File: config.mk
export PLATFORM = sky130hd
export DESIGN_NAME = chan_edge_dt
export DESIGN_NICKNAME = d
export VERILOG_FILES = /design/src/rtl/ced_pkg.sv /design/src/rtl/ced_edge_sense.sv /design/src/rtl/ced_dead_timer.sv /design/src/rtl/ced_pair_track.sv /design/src/rtl/ced_out_skid.sv /design/src/rtl/chan_edge_dt.sv
export SDC_FILE = /design/constraint.sdc
export NUM_CORES = 1
export LEC_CHECK = 0
export BUFFER_PORTS_ARGS = -buffer_cell sky130_fd_sc_hd__buf_4
export CORE_ASPECT_RATIO = 0.75
export CORE_MARGIN = 8
export CORE_UTILIZATION = 40
export CTS_CLUSTER_SIZE = 8
export DETAILED_ROUTE_END_ITERATION = 8
export GPL_TIMING_DRIVEN = 0
export REMOVE_ABC_BUFFERS = 1
export SETUP_SLACK_MARGIN = 0.15
export SYNTH_ARGS = -nofsm -noshare
export SYNTH_HDL_FRONTEND = slang
export SYNTH_SLANG_ARGS = --single-unit
export TNS_END_PERCENT = 1
File: constraint.sdc
create_clock -name clk -period 4.4 [get_ports clk]
set_input_delay 0.88 -clock clk [delete_from_list [all_inputs] [get_ports clk]]
set_output_delay 0.88 -clock clk [all_outputs]
set_load 0.01 [all_outputs]
File: src/rtl/ced_pkg.sv
package ced_pkg;

    typedef enum logic [1:0] {
        MODE_LEAD  = 2'd0,
        MODE_TRAIL = 2'd1,
        MODE_BOTH  = 2'd2,
        MODE_PAIR  = 2'd3
    } mode_e;

    localparam logic KIND_LEAD  = 1'b0;
    localparam logic KIND_TRAIL = 1'b1;

    // Blind interval in nanoseconds for each selector code.
    function automatic int unsigned blind_ns(input logic [1:0] sel);
        case (sel)
            2'd0:    return 5;
            2'd1:    return 10;
            2'd2:    return 30;
            default: return 100;
        endcase
    endfunction

    // Interval converted to clock cycles, rounded up.
    function automatic int unsigned blind_cycles(input logic [1:0] sel,
                                                 input int unsigned clk_ps);
        return (blind_ns(sel) * 1000 + clk_ps - 1) / clk_ps;
    endfunction

endpackage

File: src/rtl/ced_edge_sense.sv
module ced_edge_sense (
    input  logic clk,
    input  logic rst,
    input  logic sig_in,
    output logic rise,
    output logic fall
);
    logic sig_q;

    always_ff @(posedge clk) begin
        if (rst) sig_q <= 1'b0;
        else     sig_q <= sig_in;
    end

    assign rise = sig_in & ~sig_q;
    assign fall = ~sig_in & sig_q;
endmodule

File: src/rtl/ced_dead_timer.sv
module ced_dead_timer
    import ced_pkg::*;
#(
    parameter int unsigned CLK_PS = 5000
) (
    input  logic       clk,
    input  logic       rst,
    input  logic       load,
    input  logic [1:0] sel,
    output logic       blind
);
    localparam int unsigned MAX_CYC = blind_cycles(2'd3, CLK_PS);
    localparam int unsigned CNT_W   = $clog2(MAX_CYC + 1);

    logic [CNT_W-1:0] reload [4];
    logic [CNT_W-1:0] cnt_q;

    for (genvar g = 0; g < 4; g++) begin : g_reload
        assign reload[g] = CNT_W'(blind_cycles(2'(g), CLK_PS));
    end

    always_ff @(posedge clk) begin
        if (rst)              cnt_q <= '0;
        else if (load)        cnt_q <= reload[sel];
        else if (cnt_q != '0) cnt_q <= cnt_q - 1'b1;
    end

    assign blind = (cnt_q != '0);
endmodule

File: src/rtl/ced_pair_track.sv
module ced_pair_track #(
    parameter int unsigned TS_W   = 16,
    parameter int unsigned WRES_W = 2
) (
    input  logic              clk,
    input  logic              rst,
    input  logic              en,
    input  logic              lead_ok,
    input  logic              trail_ok,
    input  logic [TS_W-1:0]   ts,
    input  logic [WRES_W-1:0] shift,
    output logic              done,
    output logic [TS_W-1:0]   done_time,
    output logic [TS_W-1:0]   done_width
);
    logic            pend_q;
    logic [TS_W-1:0] lead_ts_q;
    logic [TS_W-1:0] raw_width;

    always_ff @(posedge clk) begin
        if (rst || !en) begin
            pend_q    <= 1'b0;
            lead_ts_q <= '0;
        end else if (lead_ok) begin
            // A newer leading edge replaces any unfinished pulse.
            pend_q    <= 1'b1;
            lead_ts_q <= ts;
        end else if (trail_ok && pend_q) begin
            pend_q    <= 1'b0;
        end
    end

    assign done       = en & trail_ok & pend_q;
    assign raw_width  = ts - lead_ts_q;
    assign done_time  = lead_ts_q;
    assign done_width = raw_width >> shift;
endmodule

File: src/rtl/ced_out_skid.sv
module ced_out_skid #(
    parameter int unsigned W = 8
) (
    input  logic         clk,
    input  logic         rst,
    input  logic         in_valid,
    input  logic [W-1:0] in_data,
    input  logic         out_ready,
    output logic         out_valid,
    output logic [W-1:0] out_data,
    output logic         ovf
);
    logic full;
    assign full = out_valid & ~out_ready;

    always_ff @(posedge clk) begin
        if (rst) begin
            out_valid <= 1'b0;
            out_data  <= '0;
            ovf       <= 1'b0;
        end else if (in_valid) begin
            if (full) begin
                ovf <= 1'b1;
            end else begin
                out_valid <= 1'b1;
                out_data  <= in_data;
            end
        end else if (out_ready) begin
            out_valid <= 1'b0;
        end
    end
endmodule

File: src/rtl/chan_edge_dt.sv
module chan_edge_dt
    import ced_pkg::*;
#(
    parameter int unsigned TS_W   = 16,
    parameter int unsigned CH_W   = 5,
    parameter int unsigned CLK_PS = 5000,
    parameter int unsigned WRES_W = 2
) (
    input  logic              clk,
    input  logic              rst,
    input  logic              sig_in,
    input  logic [TS_W-1:0]   ts_in,
    input  logic [CH_W-1:0]   chan_id,
    input  logic [1:0]        mode_sel,
    input  logic [1:0]        dead_sel,
    input  logic [WRES_W-1:0] wres_sel,
    input  logic              hit_ready,
    output logic              hit_valid,
    output logic [CH_W-1:0]   hit_chan,
    output logic              hit_edge,
    output logic [TS_W-1:0]   hit_time,
    output logic [TS_W-1:0]   hit_width,
    output logic              hit_ovf
);
    typedef struct packed {
        logic [CH_W-1:0] chan;
        logic            kind;
        logic [TS_W-1:0] stamp;
        logic [TS_W-1:0] span;
    } rec_t;

    localparam int unsigned REC_W = $bits(rec_t);

    mode_e           mode;
    logic            rise, fall, blind;
    logic            rise_ok, fall_ok;
    logic            pair_en, pair_done;
    logic [TS_W-1:0] pair_time, pair_width;
    logic            new_rec, load_dead;
    rec_t            rec, held;
    logic [REC_W-1:0] held_bits;

    assign mode = mode_e'(mode_sel);

    ced_edge_sense u_sense (
        .clk (clk), .rst (rst), .sig_in (sig_in),
        .rise(rise), .fall(fall)
    );

    ced_dead_timer #(.CLK_PS(CLK_PS)) u_dead (
        .clk(clk), .rst(rst), .load(load_dead), .sel(dead_sel), .blind(blind)
    );

    assign rise_ok = rise & ~blind;
    assign fall_ok = fall & ~blind;
    assign pair_en = (mode == MODE_PAIR);

    ced_pair_track #(.TS_W(TS_W), .WRES_W(WRES_W)) u_pair (
        .clk(clk), .rst(rst), .en(pair_en),
        .lead_ok(rise_ok), .trail_ok(fall_ok),
        .ts(ts_in), .shift(wres_sel),
        .done(pair_done), .done_time(pair_time), .done_width(pair_width)
    );

    always_comb begin
        rec.chan  = chan_id;
        rec.kind  = KIND_LEAD;
        rec.stamp = ts_in;
        rec.span  = '0;
        new_rec   = 1'b0;
        load_dead = 1'b0;
        case (mode)
            MODE_LEAD: begin
                new_rec   = rise_ok;
                load_dead = rise_ok;
            end
            MODE_TRAIL: begin
                new_rec   = fall_ok;
                load_dead = fall_ok;
                rec.kind  = KIND_TRAIL;
            end
            MODE_BOTH: begin
                new_rec   = rise_ok | fall_ok;
                load_dead = rise_ok | fall_ok;
                rec.kind  = fall_ok ? KIND_TRAIL : KIND_LEAD;
            end
            default: begin
                new_rec   = pair_done;
                load_dead = rise_ok;
                rec.stamp = pair_time;
                rec.span  = pair_width;
            end
        endcase
    end

    ced_out_skid #(.W(REC_W)) u_skid (
        .clk(clk), .rst(rst),
        .in_valid(new_rec), .in_data(rec),
        .out_ready(hit_ready),
        .out_valid(hit_valid), .out_data(held_bits), .ovf(hit_ovf)
    );

    assign held      = rec_t'(held_bits);
    assign hit_chan  = held.chan;
    assign hit_edge  = held.kind;
    assign hit_time  = held.stamp;
    assign hit_width = held.span;
endmodule

Word-level counts from Yosys, hierarchy flattened
Index checks and enable logic that the tools add are counted.
- flip-flop bits (word level): 63
- bits of input ports: 31
- output and inout bits: 40
- word-level logic and storage cells: 56
- add/subtract/negate cells: 2
- $lt $le $gt $ge: 1
- equal/unequal tests: 4
- shift-type cells: 1
- muxes and demuxes: 15
- bitwise logic cells: 14
- reductions and logical operators: 12
- operators with widths (cell ; number):
    32-bit two-way mux ; 1
    5-bit two-way mux ; 4
    16-bit by 2-bit >> shifter with 16-bit output ; 1
    16-bit subtractor ; 1
    5-bit binary-select mux with 2-bit select ; 1
    1-bit AND ; 7
    1-bit two-way mux ; 6
    2-bit AND reduction ; 3
    2-bit nonzero test ; 3
    1-bit NOT ; 5
    5-bit nonzero test ; 1
    5-bit by 1-bit subtractor with 5-bit output, second input constant ; 1
    2-bit == test, second input constant ; 2
    1-bit case mux with 2 select lines ; 2
    3-bit greater-or-equal comparator, second input constant ; 1
    2-bit NOT with 3-bit output ; 1
    1-bit case mux with 3 select lines ; 1
    3-bit OR reduction ; 1
    2-bit by 1-bit == test with 1-bit output, second input constant ; 1
    2-bit zero test ; 1
    2-bit inequality test, second input constant ; 1
    1-bit logical AND ; 1
    1-bit zero test ; 1
    1-bit logical OR ; 1
    1-bit bitwise OR ; 1

Logic depth before layout (Yosys ltp)
Gate-level depths: netlist (run 1).
- depth in word-level cells: 8
- gate-level depth with buffers: 10
- mapped depth without buffers: 10

Cells and area by module
A second synthesis (run 1) with hierarchy kept.
- cells, all modules: 507
- area total of the unflattened synthesis: 4574.4 um^2
- modules (own cells, without submodules) (module ; instances ; cells an instance ; area an instance (um^2) ; seq. area each (um^2)):
    ced_pair_track ; 1 ; 242 ; 1973.1 ; 340.3
    ced_out_skid ; 1 ; 172 ; 1794.2 ; 800.8
    chan_edge_dt ; 1 ; 54 ; 452.9 ; 0.0
    ced_dead_timer ; 1 ; 35 ; 315.3 ; 100.1
    ced_edge_sense ; 1 ; 4 ; 38.8 ; 20.0

Worst setup path after synthesis (run 1)
OpenSTA, ideal clock, no wires.
- path type: input-to-reg
- from: in ts_in[0]
- to: reg u_skid.out_data[10]
- arrival: 2760 ps
- data required time: 4283 ps
- setup slack: 1523 ps
- cell stages on the path: 10
- path through: inv_1 > ha_1 > fa_1 > nor2b_1 > o31ai_2 > a31o_2 > a21boi_0 > nor3_1 > a211o_1 > a32o_1
- word-level cells in the longest chain between the ends: 3
- ends and longest elaborated chain (what ; RTL line ; source):
    from (decl) ; chan_edge_dt.sv:12 ; input logic [TS_W-1:0] ts_in,
    16-bit subtractor ; ced_pair_track.sv:34 ; assign raw_width = ts - lead_ts_q;
    16-bit by 2-bit >> shifter with 16-bit output ; ced_pair_track.sv:36 ; assign done_width = raw_width >> shift;
    32-bit two-way mux ; chan_edge_dt.sv:72 ; case (mode)
    to (signal assigned) ; ced_out_skid.sv:26 ; out_data <= in_data;
    to (decl) ; ced_out_skid.sv:10 ; output logic [W-1:0] out_data,
No other way between the ends.
A chain may end at the register's enable or synchronous reset.

Final worst setup path (run 1)
- from: in mode_sel[0]
- to: reg u_skid.out_data[4]
- word-level cells in the longest chain between the ends: 5
- elaborated cells on any way between the ends: 10
- ends and longest elaborated chain (what ; RTL line ; source):
    from (decl) ; chan_edge_dt.sv:14 ; input logic [1:0] mode_sel,
    2-bit == test ; chan_edge_dt.sv:56 ; assign pair_en = (mode == MODE_PAIR);
    1-bit AND (2 in series) ; ced_pair_track.sv:33 ; assign done = en & trail_ok & pend_q;
    1-bit case mux with 3 select lines ; chan_edge_dt.sv:72 ;
    2-bit AND reduction (no source line) ; - ;
Several ways; a longest one is shown, not always the timed one.

==> flow_summary.ini, run 1 <==
[sta]
grt_setup_unrepaired = no
final-max-slew-violation-count = 0
holdWs_ns = 0.4523
worst_pin_slew_ns = 0.9520
clock.fmax_mhz = 307.4
hold_violations = 0
fin_crit_sh_pct = 73.94
setup_violations = 0
maxSlewHeadroom_pct = 36.40
worst_clock_skew_ns = 0.003957
period_minus_slack_ns = 3.253
setup_tns_ns = 0

[power_and_ir_drop]
leakage_nw = 1.913
ir_worst_vdd_v = 0.0002342
cellPowerDensity_nw_per_um2 = 425.4

[yosys]
synth_area_leaders = dfxtp_1 32%, ha_1 7.9%, a21oi_1 6.4%
synth_top_cell_area_share_pct = 31.87
yosysSeqAreaShare_pct = 31.87
avgSynthCellArea_um2 = 8.143
synth_cell_types = 64
yosysWarnings = 0
ys_seq_elements = 63
async_flop_share_pct = 0
yosys.area.top_type = dfxtp_1
syn_area_um2 = 3958
synth_ff_type = dfxtp_1
synth-edff-count = 0
netlist_instances = 486

[die]
initial_core_util_pct = 40.98
coreArea_um2 = 9658
rows = 31
dieArea_um2 = 13370
die_h_um = 102.1
die_x_um = 130.9
ios = 71

[placed_design]
portBuffers = 70
placed_area_um2 = 4551
gp_congestion = 0.8191
dpl.hpwl_um = 7578

[cells_and_area]
area_delta_synth_final_pct = 22.23
fin_util_pct = 50.08
fin_nets = 600
most-common-layout-cells = 70 x buf_4, 65 x nand2_1, 63 x dfxtp_1
fin_area_um2 = 4837
drive_gt1_share_pct = 18.50
final_common_cell = buf_4
diodes = 0

[detailed_routing]
ant_nets = 0
vias = 3587
drt_first_pass_iters = 4
drt_iter0_markers = 201
drc_errors = 0
wl_per_cell_um = 15.70
via_per_inst = 5.291
wirelength_um = 10650

[worst_setup_path]
path_class = input port to flip-flop
crit_required_ns = 4.62
crit_path_end_kind = flip-flop
critPathMaxFanout = 42
cp-start-kind = input port
critPathArrivalTime_ns = 3.48

[clock_network]
post_cts_buffers = 0
cts_hold_buffers = 0
cts-root-buf = clkbuf_16
clock-sinks = 63
clockBufferDepth = 2
tritoncts = done
ctsResizeCount = 0
htree_levels = 3
clk_pin_slew_worst_paths_ns = 0.05
clk_latency_ns = 0.33
cts_inserted_buffers = 9

[global_route]
grt_overflow_total = 0
grtUsageTotal_pct = 16.37
grt_max_degree = 46
antenna_found_initial = 0
grt_pass1_wl_um = 17180
grt_pass1_vias = 3427

[flow_run]
maxCapViolations = 0

[run_status]
status = finished clean

[worst_hold_path]
hold_class = flip-flop to flip-flop
## path summary, 6_finish.rpt
kind                       startpoint                   to  slack [ns]  cells past startpoint
setup reg to reg      u_dead.cnt_q[0]   u_skid.out_data[4]        1.43                      8
setup / recovery          mode_sel[0]   u_skid.out_data[4]        1.15                      7
hold reg to reg   u_skid.out_data[33]  u_skid.out_data[33]        0.45                      2
hold / removal    u_skid.out_data[33]  u_skid.out_data[33]        0.45                      2
## synth_stat cells, types with 9 or more instances
cell type	number
inv_1	29
ha_1	25
dfxtp_1	63
a211oi_1	18
clkbuf_1	15
nand2b_1	9
xnor2_1	9
o21ai_0	9
mux2i_1	22
nand2_1	65
nor2_1	41
a21oi_1	51
nor3_1	18
## state kept, by name (all words and copies together), names as in the netlist
signal,cells
u_skid.out_data,38
u_pair.done_time,16
u_dead.cnt_q,5
u_pair.pend_q,1
u_sense.sig_q,1
u_skid.out_valid,1
u_skid.ovf,1
## layout make-up
class,instances,area [um2]
fill,954,4821
multi-input combinational,369,2489
sequential,63,1261
timing repair buffer,70,525.5
clock buffer,14,284.0
tap,132,165.2
inverter,30,112.6
## routing by layer
layer / global-route usage [%] / vias to the layer above / part of all wire, %
li1: - / 1839 / -
met1: 21.81 / 1638 / 50
met2: 24.93 / 98 / 42
met3: 5.057 / 12 / 6.7
met4: 4.661 / 0 / 1.2
met5: 0 / - / 0
## per-stage QoR
stage	worst slack, ns	power (mW)	instances
finish	1.147	2.058	678
global route	0.8463	2.187	678
CTS	0.5626	2.082	678
detailed placement	0.2163	1.390	664
global placement	-1.450	1.374	664
floorplan	0.2693	1.154	462
## cells by family after synthesis
family                     count (synthesis)  share of synthesized area, %
adders and majority gates                 26                         8.410
and+or+nand+nor                          168                         20.58
DFF                                       63                         31.87
muxes                                     28                         8.410
AOI/OAI and AO/OA                        132                         21.91
xor gates and xnor gates                  15                         3.320
buffers and inverters                     54                         5.501
## report_power, final
group | total (mW) | internal, mW | switching, mW
clock network | 0.683 | 0.436 | 0.246
registers | 0.696 | 0.645 | 0.0506
logic | 0.679 | 0.283 | 0.396
## critical path: stages
cell and delay [ns]:
buf_4 0.10, ha_2 0.65, o311ai_1 0.35, nor2b_4 0.82, nor2_1 0.32, nand2_1 0.15
a21bo_1 0.20
No activity file was read; power rests on OpenSTA's default activity.
==> inputs of run 2 (changes only) <==
Clock period 4.4 ns to 2.9 ns, I/O delays scaled along.
==> run 2 against run 1 <==
  * Clock skew barely moved
  * Die area did not move
  * Final cell count up 0.29%
  * Critical path depth is 4 higher
  * Total power rose by 55%
  * Worst setup slack worse by 0.95 ns
  * Combinational power up 61%
  * Flip-flop and latch count stayed put
  * Register-to-register slack lost 1.2 ns
  * Final area up 0.88%
  * Clock-buffer cell count is the same
  * Highest routed layer unchanged
==> flow_summary.ini, run 2 (same netlist as run 1, synthesis figures left out) <==
[run_status]
status = finished clean

[sta]
clock.fmax_mhz = 370.1
setup_violations = 0
hold_violations = 0
maxSlewHeadroom_pct = 45.47
grt_setup_unrepaired = yes
period_minus_slack_ns = 2.702
final-max-slew-violation-count = 0
holdWs_ns = 0.4525
worst_pin_slew_ns = 0.8179
fin_crit_sh_pct = 93.17
worst_clock_skew_ns = 0.004354

[die]
rows = 31
coreArea_um2 = 9658
ios = 71
initial_core_util_pct = 40.98
dieArea_um2 = 13370
die_x_um = 130.9
die_h_um = 102.1

[global_route]
grt_pass1_vias = 3468
grt_pass1_wl_um = 17760
grt_overflow_total = 0
antenna_found_initial = 0
grtUsageTotal_pct = 17.00
grt_max_degree = 46

[power_and_ir_drop]
pwr-share-seq_pct = 33.2
power.switching_mw = 1.100
power_mw = 3.184
swShare_pct = 34.56
power_frac_clock_pct = 32.6
comb_power_share_pct = 34.2
internal_power_mw = 2.084
leakage_nw = 1.930
ir_worst_vdd_v = 0.0003544
cellPowerDensity_nw_per_um2 = 652.5

[worst_setup_path]
critPathArrivalTime_ns = 2.92
path_class = input port to flip-flop
worstRegToRegCells = 9
crit_family = compound AO/OA/AOI/OAI gates
crit_required_ns = 3.12
rrSetupSlack_ns = 0.26
cp_slowest_stage_delay_ns = 0.41
crit_path_end_kind = flip-flop
cp-start-kind = input port
worstPathCellList = buf_4, inv_1, ha_1, fa_1, nor2b_1, o31ai_2, a31o_2, a21boi_0, nor3_1, a211o_1, a32o_1
critPathMaxFanout = 5
rr_startpoint = u_pair.done_time[0]
cp_num_buf_inv = 2
crit_slowest_cell = fa_1
r2r-end = u_skid.out_data[10]

[clock_network]
cts-root-buf = clkbuf_16
post_cts_buffers = 0
tritoncts = done
clock-sinks = 63
htree_levels = 3
clockBufferDepth = 2
cts_hold_buffers = 0
cts_inserted_buffers = 9
clk_latency_ns = 0.33
clk_pin_slew_worst_paths_ns = 0.05

[placed_design]
portBuffers = 70
gp_congestion = 0.8191
dpl.hpwl_um = 7578

[flow_run]
maxCapViolations = 0

[worst_hold_path]
hold_class = flip-flop to flip-flop
holdCritStartpoint = u_skid.out_data[34]
whs_path_depth = 2
hold_end = u_skid.out_data[34]

[cells_and_area]
seq_area_um2 = 1261
fin_nets = 602
area_delta_synth_final_pct = 23.30
drive_gt1_share_pct = 19.16
multiInputGateArea_um2 = 2531
largest_reg_flops = 38
n_fill_cell = 950
largest_register = u_skid.out_data
final_common_cell = buf_4
most-common-layout-cells = 70 x buf_4, 65 x nand2_1, 63 x dfxtp_1
diodes = 0

[detailed_routing]
drt_iter0_markers = 189
wl_per_cell_um = 16.57
vias = 3659
drt_first_pass_iters = 4
ant_nets = 0
wirelength_um = 11270
via_per_inst = 5.381
drc_errors = 0
run 2: cell types whose count changed in the layout (fill, tap and decap cells not counted):
| cell | delta |
|---|---|
| nand2b_2 | +1 |
| o311ai_4 | +1 |
| nor2b_2 | +1 |
| nand2b_1 | -1 |
| nor2b_4 | +1 |
| o311ai_1 | -1 |
run 2: timing repair:
action | CTS | global route
pin swaps | 0 | 0
cloned | 1 | 1
gates resized for setup | 3 | 2
endpoints found under the setup margin | 38 | 21
run 2: power groups by stage:
stage / logic (mW) / clock network [mW] / registers, mW
6_report: 1.09 / 1.04 / 1.06
3_3_place_gp: 1.02 / 0 / 1.07
5_1_grt: 1.21 / 1.09 / 1.07
2_1_floorplan: 0.652 / 0 / 1.10
4_1_cts: 1.07 / 1.06 / 1.06
3_5_place_dp: 1.04 / 0 / 1.07
run 2: per-stage QoR:
step	std cells	setup TNS (ns)	setup WS, ns	area [um2]	utilization (%)
floorplan	462	-18.81	-0.9307	3852	-
global placement	664	-67.23	-2.650	4543	47.04
detailed placement	664	-24.62	-0.9837	4551	47.12
CTS	679	0	0.09960	4858	50.30
global route	680	0	0.1128	4880	50.52
finish	680	0	0.1980	4880	50.52
run 2: area by class of cell:
type	count	area share [%]
clock buffers	14	5.821
inverters	30	2.308
multi-input cells	371	51.87
flip-flops and latches	63	25.85
well taps	132	3.385
repair buffers	70	10.77
run 2: worst max path at each step:
| stage | start | slack (ns) | cells after the start | endpoint |
|---|---|---|---|---|
| floorplan | mode_sel[0] | -0.93 | 6 | u_skid.out_data[9] |
| global placement | mode_sel[0] | -2.65 | 7 | u_skid.out_data[9] |
| detailed placement | mode_sel[0] | -0.98 | 7 | u_skid.out_data[9] |
| CTS | u_dead.cnt_q[0] | 0.1 | 8 | u_skid.out_data[4] |
| global route | ts_in[0] | 0.11 | 11 | u_skid.out_data[10] |
| finish | ts_in[0] | 0.20 | 11 | u_skid.out_data[10] |
run 2: routing by layer:
layer / track usage, % / vias to the layer above / wire length, um
li1: - / 1849 / -
met1: 22.89 / 1696 / 5613
met2: 25.88 / 102 / 4820
met3: 4.953 / 12 / 739
met4: 4.661 / 0 / 97
met5: 0 / - / 0
run 2: worst min-delay path, cell delays in order, from the launching register on:
cell	delay, ns
dfxtp_1	0.30
nand2_1	0.05
a21oi_1	0.05
